**config.mk**
```make
export PLATFORM = sky130hd
export DESIGN_NAME = flash_ctl_seq
export DESIGN_NICKNAME = d
export VERILOG_FILES = /design/src/rtl/fls_seq_pkg.sv /design/src/rtl/fls_pin_decode.sv /design/src/rtl/fls_op_timer.sv /design/src/rtl/fls_rst_seq.sv /design/src/rtl/flash_ctl_seq.sv
export SDC_FILE = /design/constraint.sdc
export NUM_CORES = 1
export LEC_CHECK = 0
export ABC_CLOCK_PERIOD_IN_PS = 4500
export BUFFER_PORTS_ARGS = -buffer_cell sky130_fd_sc_hd__buf_2
export CORE_MARGIN = 1
export CORE_UTILIZATION = 55
export DETAILED_ROUTE_END_ITERATION = 6
export PLACE_DENSITY_LB_ADDON = 0.1
export SLEW_MARGIN = 25
export SYNTH_ARGS = -nofsm -noshare
export SYNTH_HDL_FRONTEND = slang
export SYNTH_SLANG_ARGS = --single-unit
```
**constraint.sdc**
```tcl
create_clock -name clk -period 4.5 [get_ports clk]
set_clock_uncertainty 0.15 [all_clocks]
set_input_delay 0.45 -clock clk [delete_from_list [all_inputs] [get_ports clk]]
set_output_delay 0.45 -clock clk [all_outputs]
set_load 0.01 [all_outputs]
```
**src/rtl/fls_seq_pkg.sv**
```systemverilog
package fls_seq_pkg;
  typedef enum logic [2:0] {
    BM_READ    = 3'd0,
    BM_OUTDIS  = 3'd1,
    BM_STANDBY = 3'd2,
    BM_WRITE   = 3'd3,
    BM_PDOWN   = 3'd4
  } bus_mode_e;

  typedef enum logic [2:0] {
    PH_RUN   = 3'd0,
    PH_RPLOW = 3'd1,
    PH_ABORT = 3'd2,
    PH_PDOWN = 3'd3,
    PH_WAKE  = 3'd4
  } phase_e;

  function automatic bus_mode_e pin_mode(input logic ce_n, input logic oe_n,
                                         input logic we_n, input logic quiet);
    if (quiet)      return BM_PDOWN;
    else if (ce_n)  return BM_STANDBY;
    else if (!oe_n) return BM_READ;
    else if (!we_n) return BM_WRITE;
    else            return BM_OUTDIS;
  endfunction
endpackage

```
**src/rtl/fls_pin_decode.sv**
```systemverilog
module fls_pin_decode
  import fls_seq_pkg::*;
(
  input  logic      clk,
  input  logic      rst,
  input  logic      ce_n,
  input  logic      oe_n,
  input  logic      we_n,
  input  logic      quiet_nxt,
  input  logic      wr_ready,
  output bus_mode_e mode_q,
  output logic      dq_oe_q,
  output logic      write_acc_q,
  output logic      wr_err_q
);
  bus_mode_e mode_nxt;
  logic      wr_entry;

  always_comb begin
    mode_nxt = pin_mode(ce_n, oe_n, we_n, quiet_nxt);
    wr_entry = (mode_nxt == BM_WRITE) && (mode_q != BM_WRITE);
  end

  always_ff @(posedge clk) begin
    if (rst) begin
      mode_q      <= BM_STANDBY;
      dq_oe_q     <= 1'b0;
      write_acc_q <= 1'b0;
      wr_err_q    <= 1'b0;
    end else begin
      mode_q      <= mode_nxt;
      dq_oe_q     <= (mode_nxt == BM_READ);
      write_acc_q <= wr_entry && wr_ready;
      if (wr_entry && !wr_ready) wr_err_q <= 1'b1;
    end
  end
endmodule

```
**src/rtl/fls_op_timer.sv**
```systemverilog
module fls_op_timer #(
  parameter int T_OP = 12
) (
  input  logic clk,
  input  logic rst,
  input  logic start,
  input  logic abort,
  output logic busy,
  output logic done
);
  localparam int OW = $clog2(T_OP + 1);
  localparam logic [OW-1:0] LIM = OW'(T_OP);
  localparam logic [OW-1:0] ONE = OW'(1);

  logic [OW-1:0] ocnt;

  always_comb done = busy && (ocnt == LIM) && !abort;

  always_ff @(posedge clk) begin
    if (rst) begin
      busy <= 1'b0;
      ocnt <= '0;
    end else if (abort) begin
      busy <= 1'b0;
      ocnt <= '0;
    end else if (start && !busy) begin
      busy <= 1'b1;
      ocnt <= ONE;
    end else if (busy) begin
      if (ocnt == LIM) begin
        busy <= 1'b0;
        ocnt <= '0;
      end else begin
        ocnt <= ocnt + ONE;
      end
    end
  end
endmodule

```
**src/rtl/fls_rst_seq.sv**
```systemverilog
module fls_rst_seq
  import fls_seq_pkg::*;
#(
  parameter int T_PLPH = 4,
  parameter int T_PLRH = 5,
  parameter int T_PHQV = 3,
  parameter int T_PHWL = 6
) (
  input  logic       clk,
  input  logic       rst,
  input  logic       rp_n,
  input  logic       op_start,
  input  logic       op_busy,
  input  logic       op_done,
  output logic       op_go,
  output logic       op_abort,
  output logic       quiet_nxt,
  output logic       read_valid,
  output logic       write_ready,
  output logic [7:0] status_q,
  output logic       cmd_array_q,
  output logic       region_bad_q
);
  localparam int WAKE_MAX = (T_PHQV > T_PHWL) ? T_PHQV : T_PHWL;
  localparam int M1 = (T_PLPH > T_PLRH) ? T_PLPH : T_PLRH;
  localparam int MAXT = (M1 > WAKE_MAX) ? M1 : WAKE_MAX;
  localparam int CW = $clog2(MAXT + 2);
  localparam logic [CW-1:0] LIM_LOW  = CW'(T_PLPH - 1);
  localparam logic [CW-1:0] LIM_ABT  = CW'(T_PLRH - 1);
  localparam logic [CW-1:0] LIM_WAKE = CW'(WAKE_MAX);
  localparam logic [CW-1:0] RD_AT    = CW'(T_PHQV);
  localparam logic [CW-1:0] WR_AT    = CW'(T_PHWL);
  localparam logic [CW-1:0] ONE      = CW'(1);
  localparam logic [7:0]    STAT_RST = 8'h80;

  phase_e        ph, ph_n;
  logic [CW-1:0] cnt, cnt_n;
  logic          wake_entry;

  always_comb begin
    ph_n     = ph;
    cnt_n    = cnt;
    op_abort = 1'b0;
    unique case (ph)
      PH_RUN: begin
        if (!rp_n) begin
          cnt_n = ONE;
          if (op_busy) begin
            ph_n     = PH_ABORT;
            op_abort = 1'b1;
          end else begin
            ph_n = PH_RPLOW;
          end
        end
      end
      PH_RPLOW: begin
        if (rp_n)                ph_n = PH_RUN;
        else if (cnt == LIM_LOW) ph_n = PH_PDOWN;
        else                     cnt_n = cnt + ONE;
      end
      PH_ABORT: begin
        if (cnt == LIM_ABT) begin
          ph_n  = rp_n ? PH_WAKE : PH_PDOWN;
          cnt_n = '0;
        end else begin
          cnt_n = cnt + ONE;
        end
      end
      PH_PDOWN: begin
        if (rp_n) begin
          ph_n  = PH_WAKE;
          cnt_n = '0;
        end
      end
      PH_WAKE: begin
        if (!rp_n)                ph_n = PH_PDOWN;
        else if (cnt == LIM_WAKE) ph_n = PH_RUN;
        else                      cnt_n = cnt + ONE;
      end
      default: ph_n = PH_RUN;
    endcase
  end

  always_comb begin
    quiet_nxt   = (ph_n == PH_ABORT) || (ph_n == PH_PDOWN);
    wake_entry  = (ph_n == PH_WAKE) && (ph != PH_WAKE);
    op_go       = op_start && rp_n && (ph == PH_RUN) && !op_busy;
    read_valid  = (ph == PH_RUN) || (ph == PH_RPLOW) ||
                  ((ph == PH_WAKE) && (cnt >= RD_AT));
    write_ready = (ph == PH_RUN) || (ph == PH_RPLOW) ||
                  ((ph == PH_WAKE) && (cnt >= WR_AT));
  end

  always_ff @(posedge clk) begin
    if (rst) begin
      ph           <= PH_RUN;
      cnt          <= '0;
      status_q     <= STAT_RST;
      cmd_array_q  <= 1'b1;
      region_bad_q <= 1'b0;
    end else begin
      ph  <= ph_n;
      cnt <= cnt_n;
      if (op_abort) region_bad_q <= 1'b1;
      if (wake_entry) begin
        status_q    <= STAT_RST;
        cmd_array_q <= 1'b1;
      end else if (op_go) begin
        status_q[7] <= 1'b0;
        cmd_array_q <= 1'b0;
      end else if (op_done) begin
        status_q[7] <= 1'b1;
      end
    end
  end
endmodule

```
**src/rtl/flash_ctl_seq.sv**
```systemverilog
module flash_ctl_seq
  import fls_seq_pkg::*;
#(
  parameter int T_PLPH = 4,
  parameter int T_PLRH = 5,
  parameter int T_PHQV = 3,
  parameter int T_PHWL = 6,
  parameter int T_OP   = 12
) (
  input  logic       clk,
  input  logic       rst,
  input  logic       ce_n,
  input  logic       oe_n,
  input  logic       we_n,
  input  logic       rp_n,
  input  logic       op_start,
  output logic [2:0] bus_mode,
  output logic       dq_oe,
  output logic       write_acc,
  output logic       wr_err,
  output logic       read_valid,
  output logic       write_ready,
  output logic       op_busy,
  output logic [7:0] status_reg,
  output logic       cmd_read_array,
  output logic       region_invalid
);
  bus_mode_e mode_q;
  logic      quiet_nxt, op_go, op_abort, op_done;

  fls_rst_seq #(
    .T_PLPH(T_PLPH), .T_PLRH(T_PLRH), .T_PHQV(T_PHQV), .T_PHWL(T_PHWL)
  ) u_seq (
    .clk(clk), .rst(rst), .rp_n(rp_n), .op_start(op_start),
    .op_busy(op_busy), .op_done(op_done), .op_go(op_go), .op_abort(op_abort),
    .quiet_nxt(quiet_nxt), .read_valid(read_valid), .write_ready(write_ready),
    .status_q(status_reg), .cmd_array_q(cmd_read_array),
    .region_bad_q(region_invalid)
  );

  fls_op_timer #(.T_OP(T_OP)) u_op (
    .clk(clk), .rst(rst), .start(op_go), .abort(op_abort),
    .busy(op_busy), .done(op_done)
  );

  fls_pin_decode u_dec (
    .clk(clk), .rst(rst), .ce_n(ce_n), .oe_n(oe_n), .we_n(we_n),
    .quiet_nxt(quiet_nxt), .wr_ready(write_ready), .mode_q(mode_q),
    .dq_oe_q(dq_oe), .write_acc_q(write_acc), .wr_err_q(wr_err)
  );

  always_comb bus_mode = mode_q;
endmodule

```
### Word level (Yosys, flattened, before mapping)

Index checks and enable logic that the tools add are counted.

* register bits after elaboration: 20
* input bits: 7
* logic and storage cells: 97

* add/subtract/negate cells: 2
* magnitude comparators: 2
* equal/unequal tests: 20
* mux-type cells: 33
* reductions and logical operators: 28

Operators with widths (number)
* 3-bit two-way mux: 18
* 3-bit one-hot mux with 5 select lines: 2
* 3-bit by 2-bit equality test with 1-bit output (second input constant): 6
* 3-bit equality test (second input constant): 4
* 1-bit logical AND: 12
* 2-bit != test (second input constant): 6
* 1-bit two-way mux: 10
* 7-bit AND reduction: 1
* 3-bit zero test: 2
* 5-bit nonzero test: 1
* 4-bit by 1-bit adder with 4-bit output (second input constant): 1
* 4-bit equality test (second input constant): 1
* 1-bit logical OR: 4
* 2-bit two-way mux: 2
* 4-bit two-way mux: 1
* 2-bit nonzero test: 2
* 2-bit OR reduction: 2
* 3-bit by 1-bit adder with 3-bit output (second input constant): 1
* 3-bit by 1-bit equality test with 1-bit output (second input constant): 1
* 3-bit by 2-bit >= comparator with 1-bit output (second input constant): 1
* 3-bit >= comparator (second input constant): 1
* 1-bit zero test: 3
* 3-bit by 2-bit != test with 1-bit output (second input constant): 1
* 3-bit != test (second input constant): 1
* 3-bit OR reduction: 1

### Logic depth before layout (Yosys ltp)

Gate-level depths: netlist of the first run.

* depth after elaboration: 10
* mapped depth: 6
* depth with buffers taken out: 6

### Hierarchy

From an unflattened synthesis of the first run, not the netlist that was laid out.

* cells, all modules: 139
* area total of the unflattened synthesis: 1181.1 um^2

By module, submodules not included
* fls_rst_seq: times used 1, cells each 89, area each 719.4 um^2, seq. area each 180.2 um^2
* fls_op_timer: times used 1, cells each 32, area each 262.8 um^2, seq. area each 100.1 um^2
* fls_pin_decode: times used 1, cells each 18, area each 198.9 um^2, seq. area each 120.1 um^2

### Worst setup path after synthesis of the first run

No wires, ideal clock.

* path type: flip-flop to output port
* from: register u_seq.cnt[1]
* to: output port read_valid
* arrival time: 1.073 ns
* path slack: 2.827 ns
* stages on the path, launching flop included: 7
* path through: dfxtp_1 > ha_1 > ha_1 > nor2_1 > o21ai_0 > nand2_1 > a21oi_1

* word-level cells in the longest chain between the ends: 3

RTL lines
* from (decl): RTL line fls_rst_seq.sv:37 `logic [CW-1:0] cnt, cnt_n;`
* from (signal assigned): RTL line fls_rst_seq.sv:103 `cnt <= cnt_n;`
* 3-bit by 2-bit >= comparator with 1-bit output: RTL line fls_rst_seq.sv:89 `((ph == PH_WAKE) && (cnt >= RD_AT));`
* 1-bit logical AND: RTL line fls_rst_seq.sv:89
* 1-bit logical OR: RTL line fls_rst_seq.sv:88 `read_valid = (ph == PH_RUN) || (ph == PH_RPLOW) ||`
* to (decl): RTL line flash_ctl_seq.sv:21 `output logic read_valid,`

Every way passes these cells.

### Final worst setup path of the first run

Ends and elaborated chain as after synthesis.

==> summary.txt, run 1 <==
Finish
  – Most common cell after layout, fill and taps aside: dfxtp_1
  – Area growth syn-to-layout: 6.99%
  – # diodes: 0
  – Most frequent cells in the layout: dfxtp_1 (20), buf_2 (18), nand2_1 (13)
  – NumNets Final: 160
  – Fraction of layout cells with a size suffix above 1: 16.6%

Yosys
  – Yosys reg bits: 20
  – Library cells used by synthesis: 38
  – Top FF cell, synth: dfxtp_1
  – Syn avg cell area: 8.47 µm²
  – Ys Warns: 0
  – Synth Cell Area: 0.00111 mm²
  – Syn Inst Count: 131
  – Seq/Total Area, Yosys: 36.1%
  – Synth async-reset ratio: 0%
  – Number of synthesized flops with an enable pin: 0

Setup path
  – CP Class: reg2out
  – Crit-path max FO: 5
  – CP Data Required Time: 3.90 ns
  – Worst path depth: 7
  – Cells on worst reg2reg path: 6
  – Reg-to-Reg Start: u_seq.cnt[1]$_SDFFE_PP0P_
  – Top delay family on crit path: flip-flops
  – Crit. Startpoint: u_seq.cnt[1]$_SDFFE_PP0P_
  – CP arrival: 1.53 ns
  – Reg-to-reg slack, setup: 2.68 ns
  – Buffer and inverter count on the worst path: 1
  – Startpoint Class: register
  – Reg-to-reg endpoint: u_seq.cnt[2]$_SDFFE_PP0P_
  – Worst Setup End Kind: primary output
  – CP max-delay cell: dfxtp_1
  – CP most frequent cell: ha_1
  – CP Cell Sequence: ha_1 > ha_1 > nor2_1 > o21ai_0 > nand2_1 > a21oi_1 > buf_2
  – Crit path largest cell delay: 0.42 ns
  – Crit path to: read_valid

Pwr
  – Int Pwr: 0.249 mW
  – Sequential fraction of design power: 56.8%
  – Gate power share: 20.3%
  – PD cells: 298 mW/mm²
  – Peak supply drop: 0.000181 V
  – P_leak: 0.487 nW
  – Clk pwr share: 23.0%
  – Net Sw Power: 0.105 mW
  – Switching share of power: 29.6%

Clocking
  – CTS Hold Bufs: 0
  – Clk slew on worst S/H paths: 0.10 ns
  – CTS tree: yes
  – CTS root buf: clkbuf_4
  – Max Root-Sink Buffers: 2
  – Post-CTS Setup Bufs: 0
  – Worst skew pair latency: 0.29 ns
  – H-tree levels: 1
  – Post-CTS sizing: 0
  – Clock Sink Count: 20
  – Total CTS buffers: 3

Global route
  – Largest net degree at the start of global routing: 17
  – First-pass GRT wire length: 3.39 mm
  – GRT Total Usage: 22.2%
  – Number of global-route vias before repair: 814
  – Initial antenna violation count: 0
  – GRT Residual Overflow: 0

Detailed routing
  – DR vias: 935
  – DR iter-0 viols: 14
  – Wirelength per Cell: 12.1 µm
  – DR vias/cell: 5.50
  – Post-DRT Antenna Nets: 0
  – Post-Route WL: 2.06 mm
  – DRC Markers: 0
  – DRT Pass-1 Iters: 6

Timing
  – Rel. slew slack: 63.9%
  – Fmax: 0.470 GHz
  – Tmin final: 2.13 ns
  – Fin worst setup slack: 2.37 ns
  – Slew @ Worst Pin: 0.540 ns
  – Setup TNS: 0 ns
  – Max Slew Vio Count: 0
  – # setup viols final: 0
  – RSZ-0062 raised after global routing: false
  – Fin crit share: 47.3%
  – Final hold violation count: 0

Die
  – Core box area: 0.00180 mm²
  – Die footprint: 0.00220 mm²
  – Top-level port count: 26
  – Initial Util: 61.6%
  – Die Wd: 46.9 µm
  – FP Rows: 15
  – Die H: 46.9 µm

Placement
  – Routability congestion estimate: 0.812
  – DP HPWL: 1.53 mm
  – I/O Buffers: 18
  – Setup slack at placement: 2.70 ns

Status
  – Status: complete, no violations

Min path
  – HP Class: in2reg

Run
  – Max-cap viol count: 0
==> cell type report <==
| class | count | area, µm² |
|---|---|---|
| Timing Repair Buffer | 18 | 90.1 |
| Sequential cell | 20 | 400 |
| Clock buffer | 3 | 22.5 |
| Inverter | 7 | 26.3 |
| Multi-Input combinational cell | 97 | 617 |
| Tap cell | 25 | 31.3 |
| Fill cell | 156 | 614 |
==> state kept, by name, summed over array words and instances (netlist names) <==
signal and count:
u_dec.dq_oe_q 1, u_dec.mode_q 3, u_dec.wr_err_q 1, u_dec.write_acc_q 1, u_op.busy 1, u_op.ocnt 4, u_seq.cmd_array_q 1, u_seq.cnt 3
u_seq.ph 3, u_seq.region_bad_q 1, u_seq.status_q 1
==> per-layer routing <==
metal | share of wire, % | GRT usage (%) | wire, µm | up-vias
met4 | 2.7 | 14.9 | 55 | 0
met2 | 45 | 35.3 | 933 | 37
met3 | 4.7 | 4.23 | 96 | 6
li1 | - | - | - | 470
met5 | 0 | 0 | 0 | -
met1 | 47 | 27.0 | 977 | 422
==> through the flow <==
| stage | cell area, µm² | total power, mW | util, % | hold slack [ns] | instances |
|---|---|---|---|---|---|
| global placement | 1160 | 0.274 | 64.7 | 0.280 | 167 |
| global route | 1190 | 0.376 | 65.9 | 0.169 | 170 |
| floorplan | 1130 | 0.261 | - | 0.317 | 137 |
| CTS | 1190 | 0.358 | 65.9 | 0.173 | 170 |
| detailed placement | 1160 | 0.277 | 64.7 | 0.299 | 167 |
| finish | 1190 | 0.354 | 65.9 | 0.179 | 170 |
==> cell families (layout without fill, tap and decap cells) <==
| kind of cell | Yosys count | after routing | share of synthesized area, % |
|---|---|---|---|
| AO/OA/AOI/OAI | 25 | 25 | 15.7 |
| XOR/XNOR | 3 | 3 | 2.37 |
| adder cells (fa/ha/maj) | 6 | 6 | 6.76 |
| buffers and inverters | 20 | 28 | 10.4 |
| flip-flops | 20 | 20 | 36.1 |
| multiplexers | 6 | 6 | 5.52 |
| other | 1 | 7 | 0.338 |
| AND/OR/NAND/NOR | 50 | 50 | 22.9 |
==> power groups by stage <==
stage | sequential (mW) | combinational, mW | clock, mW
floorplan | 0.201 | 0.0601 | 0
global placement | 0.204 | 0.0702 | 0
detailed placement | 0.205 | 0.0716 | 0
global route | 0.203 | 0.0819 | 0.0913
CTS | 0.201 | 0.0718 | 0.0850
finish | 0.201 | 0.0718 | 0.0813
==> worst min path at each step <==
| stage | cells after the start | endpoint | start |
|---|---|---|---|
| after floorplan | 2 | u_seq.cmd_array_q$_SDFFE_PP1P_ | u_seq.cmd_array_q$_SDFFE_PP1P_ |
| after global placement | 2 | u_seq.cmd_array_q$_SDFFE_PP1P_ | u_seq.cmd_array_q$_SDFFE_PP1P_ |
| after detailed placement | 2 | u_dec.wr_err_q$_SDFFE_PP0P_ | u_dec.wr_err_q$_SDFFE_PP0P_ |
| after CTS | 2 | u_dec.dq_oe_q$_SDFF_PP0_ | oe_n |
| after global routing | 2 | u_dec.dq_oe_q$_SDFF_PP0_ | oe_n |
| final | 2 | u_dec.dq_oe_q$_SDFF_PP0_ | oe_n |
==> cells in the mapped netlist (all sizes together), types with 2 or more instances <==
cell,n,area [µm²]
o211ai,3,27.5
nand4,3,18.8
nand2,13,48.8
nor2b,3,18.8
a21boi,2,15.0
nand3,2,10.0
nor4,2,12.5
buf,11,81.3
mux2i,5,50.1
clkbuf,2,7.51
and2,2,12.5
a21oi,11,55.1
a31oi,2,12.5
xor2,2,17.5
nor2,12,45.0
ha,6,75.1
nand3b,2,15.0
nor3,3,15.0
nand2b,4,25.0
inv,7,26.3
dfxtp,20,400
==> worst register-to-register path: stages, from the launching register on <==
cell and delay, ns:
dfxtp_1 0.42, inv_1 0.09, ha_1 0.19, a21oi_1 0.23, o2bb2ai_1 0.17, or3b_1 0.36
mux2i_1 0.14
Note: power is estimated with default switching activity, not from simulation.
==> run 2: changes to the inputs <==
Settings changed: ABC_CLOCK_PERIOD_IN_PS 4500 to 2050, CORE_UTILIZATION 55 to 52.
Clock period 4.5 ns to 2.05 ns, I/O delays scaled along.
==> summary.txt, run 2 (synthesis results as in run 1) <==
Status
  – Status: complete, no violations (unchanged)

Finish
  – Layout fillers: 187 (was 156)
  – Layout Cells excl Fill: 176 (was 170)
  – Area growth syn-to-layout: 10.9% (was 6.99%)
  – Most frequent cells in the layout: dfxtp_1 (20), buf_2 (18), nand2_1 (13) (unchanged)
  – NumNets Final: 163 (was 160)
  – Most common cell after layout, fill and taps aside: dfxtp_1 (unchanged)
  – Fraction of layout cells with a size suffix above 1: 17.4% (was 16.6%)
  – Final core occ: 62.1% (was 65.9%)
  – Max reg flops: 4 (unchanged)
  – # diodes: 0 (unchanged)
  – Top reg by flops: u_op.ocnt (unchanged)

Timing
  – # setup viols final: 0 (unchanged)
  – Tmin final: 1.90 ns
  – Max Slew Vio Count: 0 (unchanged)
  – RSZ-0062 raised after global routing: false (unchanged)
  – Fin crit share: 92.8%
  – Final Hold Slack: 0.0671 ns (was 0.179 ns)
  – Fmax: 0.526 GHz
  – Setup TNS: 0 ns (unchanged)
  – Fin worst setup slack: 0.148 ns (was 2.37 ns)
  – Final hold violation count: 0 (unchanged)

Pwr
  – P_leak: 0.508 nW (was 0.487 nW)
  – Gate power share: 20.0% (was 20.3%)
  – Net Sw Power: 0.234 mW (was 0.105 mW)
  – PD cells: 671 mW/mm² (was 298 mW/mm²)
  – Clk pwr share: 26.8% (was 23.0%)
  – Sequential fraction of design power: 53.1% (was 56.8%)
  – Peak supply drop: 0.000427 V (was 0.000181 V)
  – Switching share of power: 28.3% (was 29.6%)
  – Int Pwr: 0.592 mW (was 0.249 mW)

Detailed routing
  – Met2 wire length: 1.04 mm (was 933 µm)
  – Post-Route WL: 2.17 mm (was 2.06 mm)
  – WL met1: 969 µm (was 977 µm)
  – DRT Pass-1 Iters: 7 (was 6)
  – Post-DRT Antenna Nets: 0 (unchanged)
  – DR iter-0 viols: 11 (was 14)
  – DRC Markers: 0 (unchanged)
  – DR vias: 930 (was 935)
  – Met3 WL post-DR: 114 µm (was 96 µm)
  – Wirelength per Cell: 12.3 µm (was 12.1 µm)
  – Top Metal Used: met4 (unchanged)
  – DR vias/cell: 5.28 (was 5.50)

Clocking
  – CTS root buf: clkbuf_4 (unchanged)
  – Worst skew pair latency: 0.29 ns (about the same)
  – Max Root-Sink Buffers: 2 (unchanged)
  – Total CTS buffers: 3 (unchanged)
  – H-tree levels: 1 (unchanged)
  – Clock Sink Count: 20 (unchanged)
  – Post-CTS Setup Bufs: 0 (unchanged)
  – Clk slew on worst S/H paths: 0.11 ns (was 0.10 ns)
  – CTS tree: yes (unchanged)

Die
  – Die footprint: 0.00232 mm² (was 0.00220 mm²)
  – Core box area: 0.00198 mm² (was 0.00180 mm²)
  – Die Wd: 48.2 µm (was 46.9 µm)
  – Top-level port count: 26 (unchanged)
  – Die H: 48.2 µm (was 46.9 µm)
  – Initial Util: 56.0% (was 61.6%)
  – FP Rows: 16 (was 15)

Setup path
  – CP arrival: 1.55 ns (was 1.53 ns)
  – Crit-path max FO: 5 (unchanged)
  – CP Class: reg2out (unchanged)
  – CP Data Required Time: 1.69 ns (was 3.90 ns)
  – Reg-to-Reg Start: u_seq.cnt[1]$_SDFFE_PP0P_ (unchanged)
  – Worst Setup End Kind: primary output (unchanged)
  – Startpoint Class: register (unchanged)
  – Crit. Startpoint: u_seq.cnt[1]$_SDFFE_PP0P_ (unchanged)

Global route
  – First-pass GRT wire length: 3.03 mm (was 3.39 mm)
  – GRT Total Usage: 19.3% (was 22.2%)
  – GRT Residual Overflow: 0 (unchanged)
  – Initial antenna violation count: 0 (unchanged)
  – Number of global-route vias before repair: 750 (was 814)
  – Largest net degree at the start of global routing: 17 (unchanged)

Placement
  – Routability congestion estimate: 0.848 (was 0.812)
  – Setup slack at placement: 0.289 ns (was 2.70 ns)
  – DP HPWL: 1.61 mm (was 1.53 mm)
  – I/O Buffers: 18 (unchanged)
  – Placed cells: 170 (was 167)

Run
  – Max-cap viol count: 0 (unchanged)

Min path
  – HP Class: in2reg (unchanged)
  – Hold_sp: rp_n (was oe_n)
-- run 2: changes by cell type in the layout (fill, tap and decap cells not counted), sizes merged --
cell	change
buf	+1
clkbuf	+1
dlygate4sd3	+2
-- run 2: path summary, 6_finish.rpt --
check | depth (start not counted) | slack (ns) | end
setup / recovery | 7 | 0.15 | read_valid
hold / removal | 3 | 0.07 | u_seq.ph[2]$_SDFF_PP0_
setup reg to reg | 6 | 0.28 | u_seq.cnt[2]$_SDFFE_PP0P_
hold reg to reg | 2 | 0.30 | u_seq.cmd_array_q$_SDFFE_PP1P_
-- run 2: power groups by stage --
stage | Combinational [mW] | Sequential [mW] | Clock (mW)
3_5_place_dp | 0.162 | 0.448 | 0
5_1_grt | 0.187 | 0.442 | 0.245
2_1_floorplan | 0.132 | 0.442 | 0
3_3_place_gp | 0.157 | 0.446 | 0
6_report | 0.166 | 0.439 | 0.221
4_1_cts | 0.166 | 0.439 | 0.231
-- run 2: cell type report --
type | instances | area [µm²] | area share (%)
clock buffer | 4 | 36.3 | 2.95
sequential | 20 | 400 | 32.5
multi-input combinational | 97 | 617 | 50.1
timing repair buffer | 21 | 118 | 9.55
inverter | 7 | 26.3 | 2.13
tap | 27 | 33.8 | 2.74
-- run 2: per-layer routing --
| metal | up-vias | global-route usage (%) |
|---|---|---|
| li1 | 475 | - |
| met1 | 416 | 24.1 |
| met2 | 33 | 32.0 |
| met3 | 6 | 2.22 |
| met4 | 0 | 11.1 |
| met5 | - | 0 |
-- run 2: critical path, stage by stage, from the launching register on --
cell and delay [ns]:
dfxtp_1 0.41, ha_1 0.18, ha_1 0.19, nor2_1 0.05, o21ai_0 0.07, nand2_1 0.07, a21oi_1 0.13, buf_2 0.14
-- run 2: timing repair --
action | in CTS | in global routing
resized for setup | 0 | 0
hold buffers | 2 | 0
endpoints found under the hold margin | 2 | 0
endpoints found under the setup margin | 0 | 0
-- run 2: stage by stage --
| step | instance area (µm²) | power (mW) |
|---|---|---|
| after floorplan | 1130 | 0.574 |
| after global placement | 1170 | 0.603 |
| after detailed placement | 1170 | 0.610 |
| after CTS | 1230 | 0.836 |
| after global routing | 1230 | 0.874 |
| final | 1230 | 0.826 |
==> run 3: changes to the inputs <==
Settings changed: SETUP_SLACK_MARGIN set to 0.2.
==> summary.txt, run 3 (synthesis results as in run 1) <==
Placement
  – DP HPWL: 1.61 mm (unchanged)
  – I/O Buffers: 18 (unchanged)
  – Setup slack at placement: 0.289 ns (unchanged)
  – Post-DP Area: 0.00117 mm² (unchanged)
  – Routability congestion estimate: 0.848 (unchanged)

Clocking
  – Max Root-Sink Buffers: 2 (unchanged)
  – Total CTS buffers: 3 (unchanged)
  – CTS tree: yes (unchanged)
  – Worst skew pair latency: 0.29 ns (about the same)
  – Clock Sink Count: 20 (unchanged)
  – Clk slew on worst S/H paths: 0.11 ns (about the same)
  – H-tree levels: 1 (unchanged)
  – CTS root buf: clkbuf_4 (unchanged)

Die
  – Top-level port count: 26 (unchanged)
  – Die footprint: 0.00232 mm² (unchanged)
  – FP Rows: 16 (unchanged)
  – Initial Util: 56.0% (unchanged)
  – Core box area: 0.00198 mm² (unchanged)
  – Die H: 48.2 µm (unchanged)
  – Die Wd: 48.2 µm (unchanged)

Timing
  – Tmin final: 1.82 ns (was 1.90 ns)
  – Max Slew Vio Count: 0 (unchanged)
  – # setup viols final: 0 (unchanged)
  – Final hold violation count: 0 (unchanged)
  – RSZ-0062 raised after global routing: true (was false)
  – Setup TNS: 0 ns (unchanged)
  – Fin worst setup slack: 0.235 ns (was 0.148 ns)
  – Fmax: 0.551 GHz (was 0.526 GHz)
  – Fin crit share: 88.5% (was 92.8%)

Detailed routing
  – Post-DRT Antenna Nets: 0 (unchanged)
  – DRT Pass-1 Iters: 4 (was 7)
  – Wirelength per Cell: 12.5 µm (was 12.3 µm)
  – DR vias: 933 (was 930)
  – DR iter-0 viols: 18 (was 11)
  – DR vias/cell: 5.24 (was 5.28)
  – DRC Markers: 0 (unchanged)
  – Post-Route WL: 2.22 mm (was 2.17 mm)

Setup path
  – CP Data Required Time: 1.69 ns (about the same)
  – Crit-path max FO: 4 (was 5)
  – Worst Setup End Kind: primary output (unchanged)
  – Crit path largest cell delay: 0.37 ns (was 0.41 ns)
  – CP max-delay cell: dfxtp_2 (was dfxtp_1)
  – Startpoint Class: register (unchanged)
  – CP Cell Sequence: ha_1 > ha_2 > nor2_1 > o21ai_1 > nand2_1 > a21oi_1 > buf_2 (was ha_1 > ha_1 > nor2_1 > o21ai_0 > nand2_1 > a21oi_1 > buf_2)
  – CP Class: reg2out (unchanged)
  – CP arrival: 1.46 ns (was 1.55 ns)

Finish
  – NumNets Final: 165 (was 163)
  – Layout fillers: 188 (was 187)
  – Most common cell after layout, fill and taps aside: buf_2 (was dfxtp_1)
  – Max reg flops: 4 (unchanged)
  – Area growth syn-to-layout: 13.0% (was 10.9%)
  – Fraction of layout cells with a size suffix above 1: 21.9% (was 17.4%)
  – Final core occ: 63.3% (was 62.1%)
  – Top reg by flops: u_op.ocnt (unchanged)
  – Final non-filler cell area: 0.00125 mm² (was 0.00123 mm²)
  – Most frequent cells in the layout: buf_2 (18), dfxtp_1 (16), nand2_1 (13) (was dfxtp_1 (20), buf_2 (18), nand2_1 (13))
  – # diodes: 0 (unchanged)

Global route
  – First-pass GRT wire length: 3.05 mm (was 3.03 mm)
  – GRT Total Usage: 19.6% (was 19.3%)
  – Largest net degree at the start of global routing: 17 (unchanged)
  – Initial antenna violation count: 0 (unchanged)
  – Number of global-route vias before repair: 750 (unchanged)
  – GRT Residual Overflow: 0 (unchanged)

Pwr
  – Switching share of power: 28.3% (about the same)
  – Gate power share: 20.3% (was 20.0%)
  – Clk pwr share: 26.7% (was 26.8%)
  – Int Pwr: 0.595 mW (was 0.592 mW)
  – Net Sw Power: 0.235 mW (was 0.234 mW)
  – Peak supply drop: 0.000428 V (was 0.000427 V)
  – P_leak: 0.517 nW (was 0.508 nW)
  – PD cells: 662 mW/mm² (was 671 mW/mm²)
  – Sequential fraction of design power: 53.0% (was 53.1%)

Min path
  – HP Class: in2reg (unchanged)

Status
  – Status: complete, no violations (unchanged)

Run
  – Max-cap viol count: 0 (unchanged)
## run 3: cell count changes in the layout (fill, tap and decap cells not counted)
cell / delta
buf_4: +2
ha_2: +1
dfxtp_2: +4
ha_1: -1
o21ai_0: -1
o21ai_1: +1
dfxtp_1: -4
## run 3: area by class of cell
cell class	instances	area, µm²	share of cell area, %
clock buffers	4	36.3	2.89
inverters	7	26.3	2.10
multi-input cells	97	619	49.4
flip-flops and latches	20	405	32.3
repair buffers	23	133	10.6
well taps	27	33.8	2.69
## run 3: what timing repair did
action                     4_1_cts  5_1_grt
hold endpoints to repair         2        0
hold buffers                     2        0
resized for setup                3        3
setup endpoints to repair        2        5
setup buffers                    2        0
cloned                           0        0
pin swaps                        2        1
## run 3: metrics by stage
| stage | hold WS [ns] | power (mW) | cells |
|---|---|---|---|
| final | 0.0579 | 0.830 | 178 |
| after global routing | 0.0658 | 0.877 | 178 |
| after CTS | 0.0556 | 0.839 | 178 |
| after detailed placement | 0.251 | 0.610 | 170 |
| after global placement | 0.245 | 0.603 | 170 |
| after floorplan | 0.132 | 0.574 | 137 |
## run 3: metal layers
layer | routed length [µm] | part of all wire (%) | global-route usage [%]
met5 | 0 | 0 | 0
met4 | 48 | 2.2 | 11.1
met3 | 104 | 4.7 | 2.22
met2 | 1070 | 48 | 33.1
met1 | 997 | 45 | 23.9
## run 3: power by group through the flow
stage	Sequential [mW]	Clock, mW	Combinational (mW)
3_3_place_gp	0.446	0	0.157
4_1_cts	0.440	0.231	0.168
5_1_grt	0.443	0.245	0.190
6_report	0.440	0.222	0.169
3_5_place_dp	0.448	0	0.162
2_1_floorplan	0.442	0	0.132
## run 3: final timing paths
path                             startpoint                             end  slack, ns  cells past startpoint
min reg2reg  u_seq.cmd_array_q$_SDFFE_PP1P_  u_seq.cmd_array_q$_SDFFE_PP1P_       0.30                      2
min                                    rp_n          u_seq.ph[2]$_SDFF_PP0_       0.06                      3
max reg2reg       u_seq.cnt[1]$_SDFFE_PP0P_       u_seq.cnt[2]$_SDFFE_PP0P_       0.25                      7
max               u_seq.cnt[1]$_SDFFE_PP0P_                      read_valid       0.23                      7
## run 3: critical path: cells and delay by family, from the launching register on
kind,cells,cell delay [ns]
buffers and inverters,1,0.14
adders and majority gates,2,0.36
DFF,1,0.37
AOI/OAI and AO/OA,2,0.20
and+or+nand+nor,2,0.11
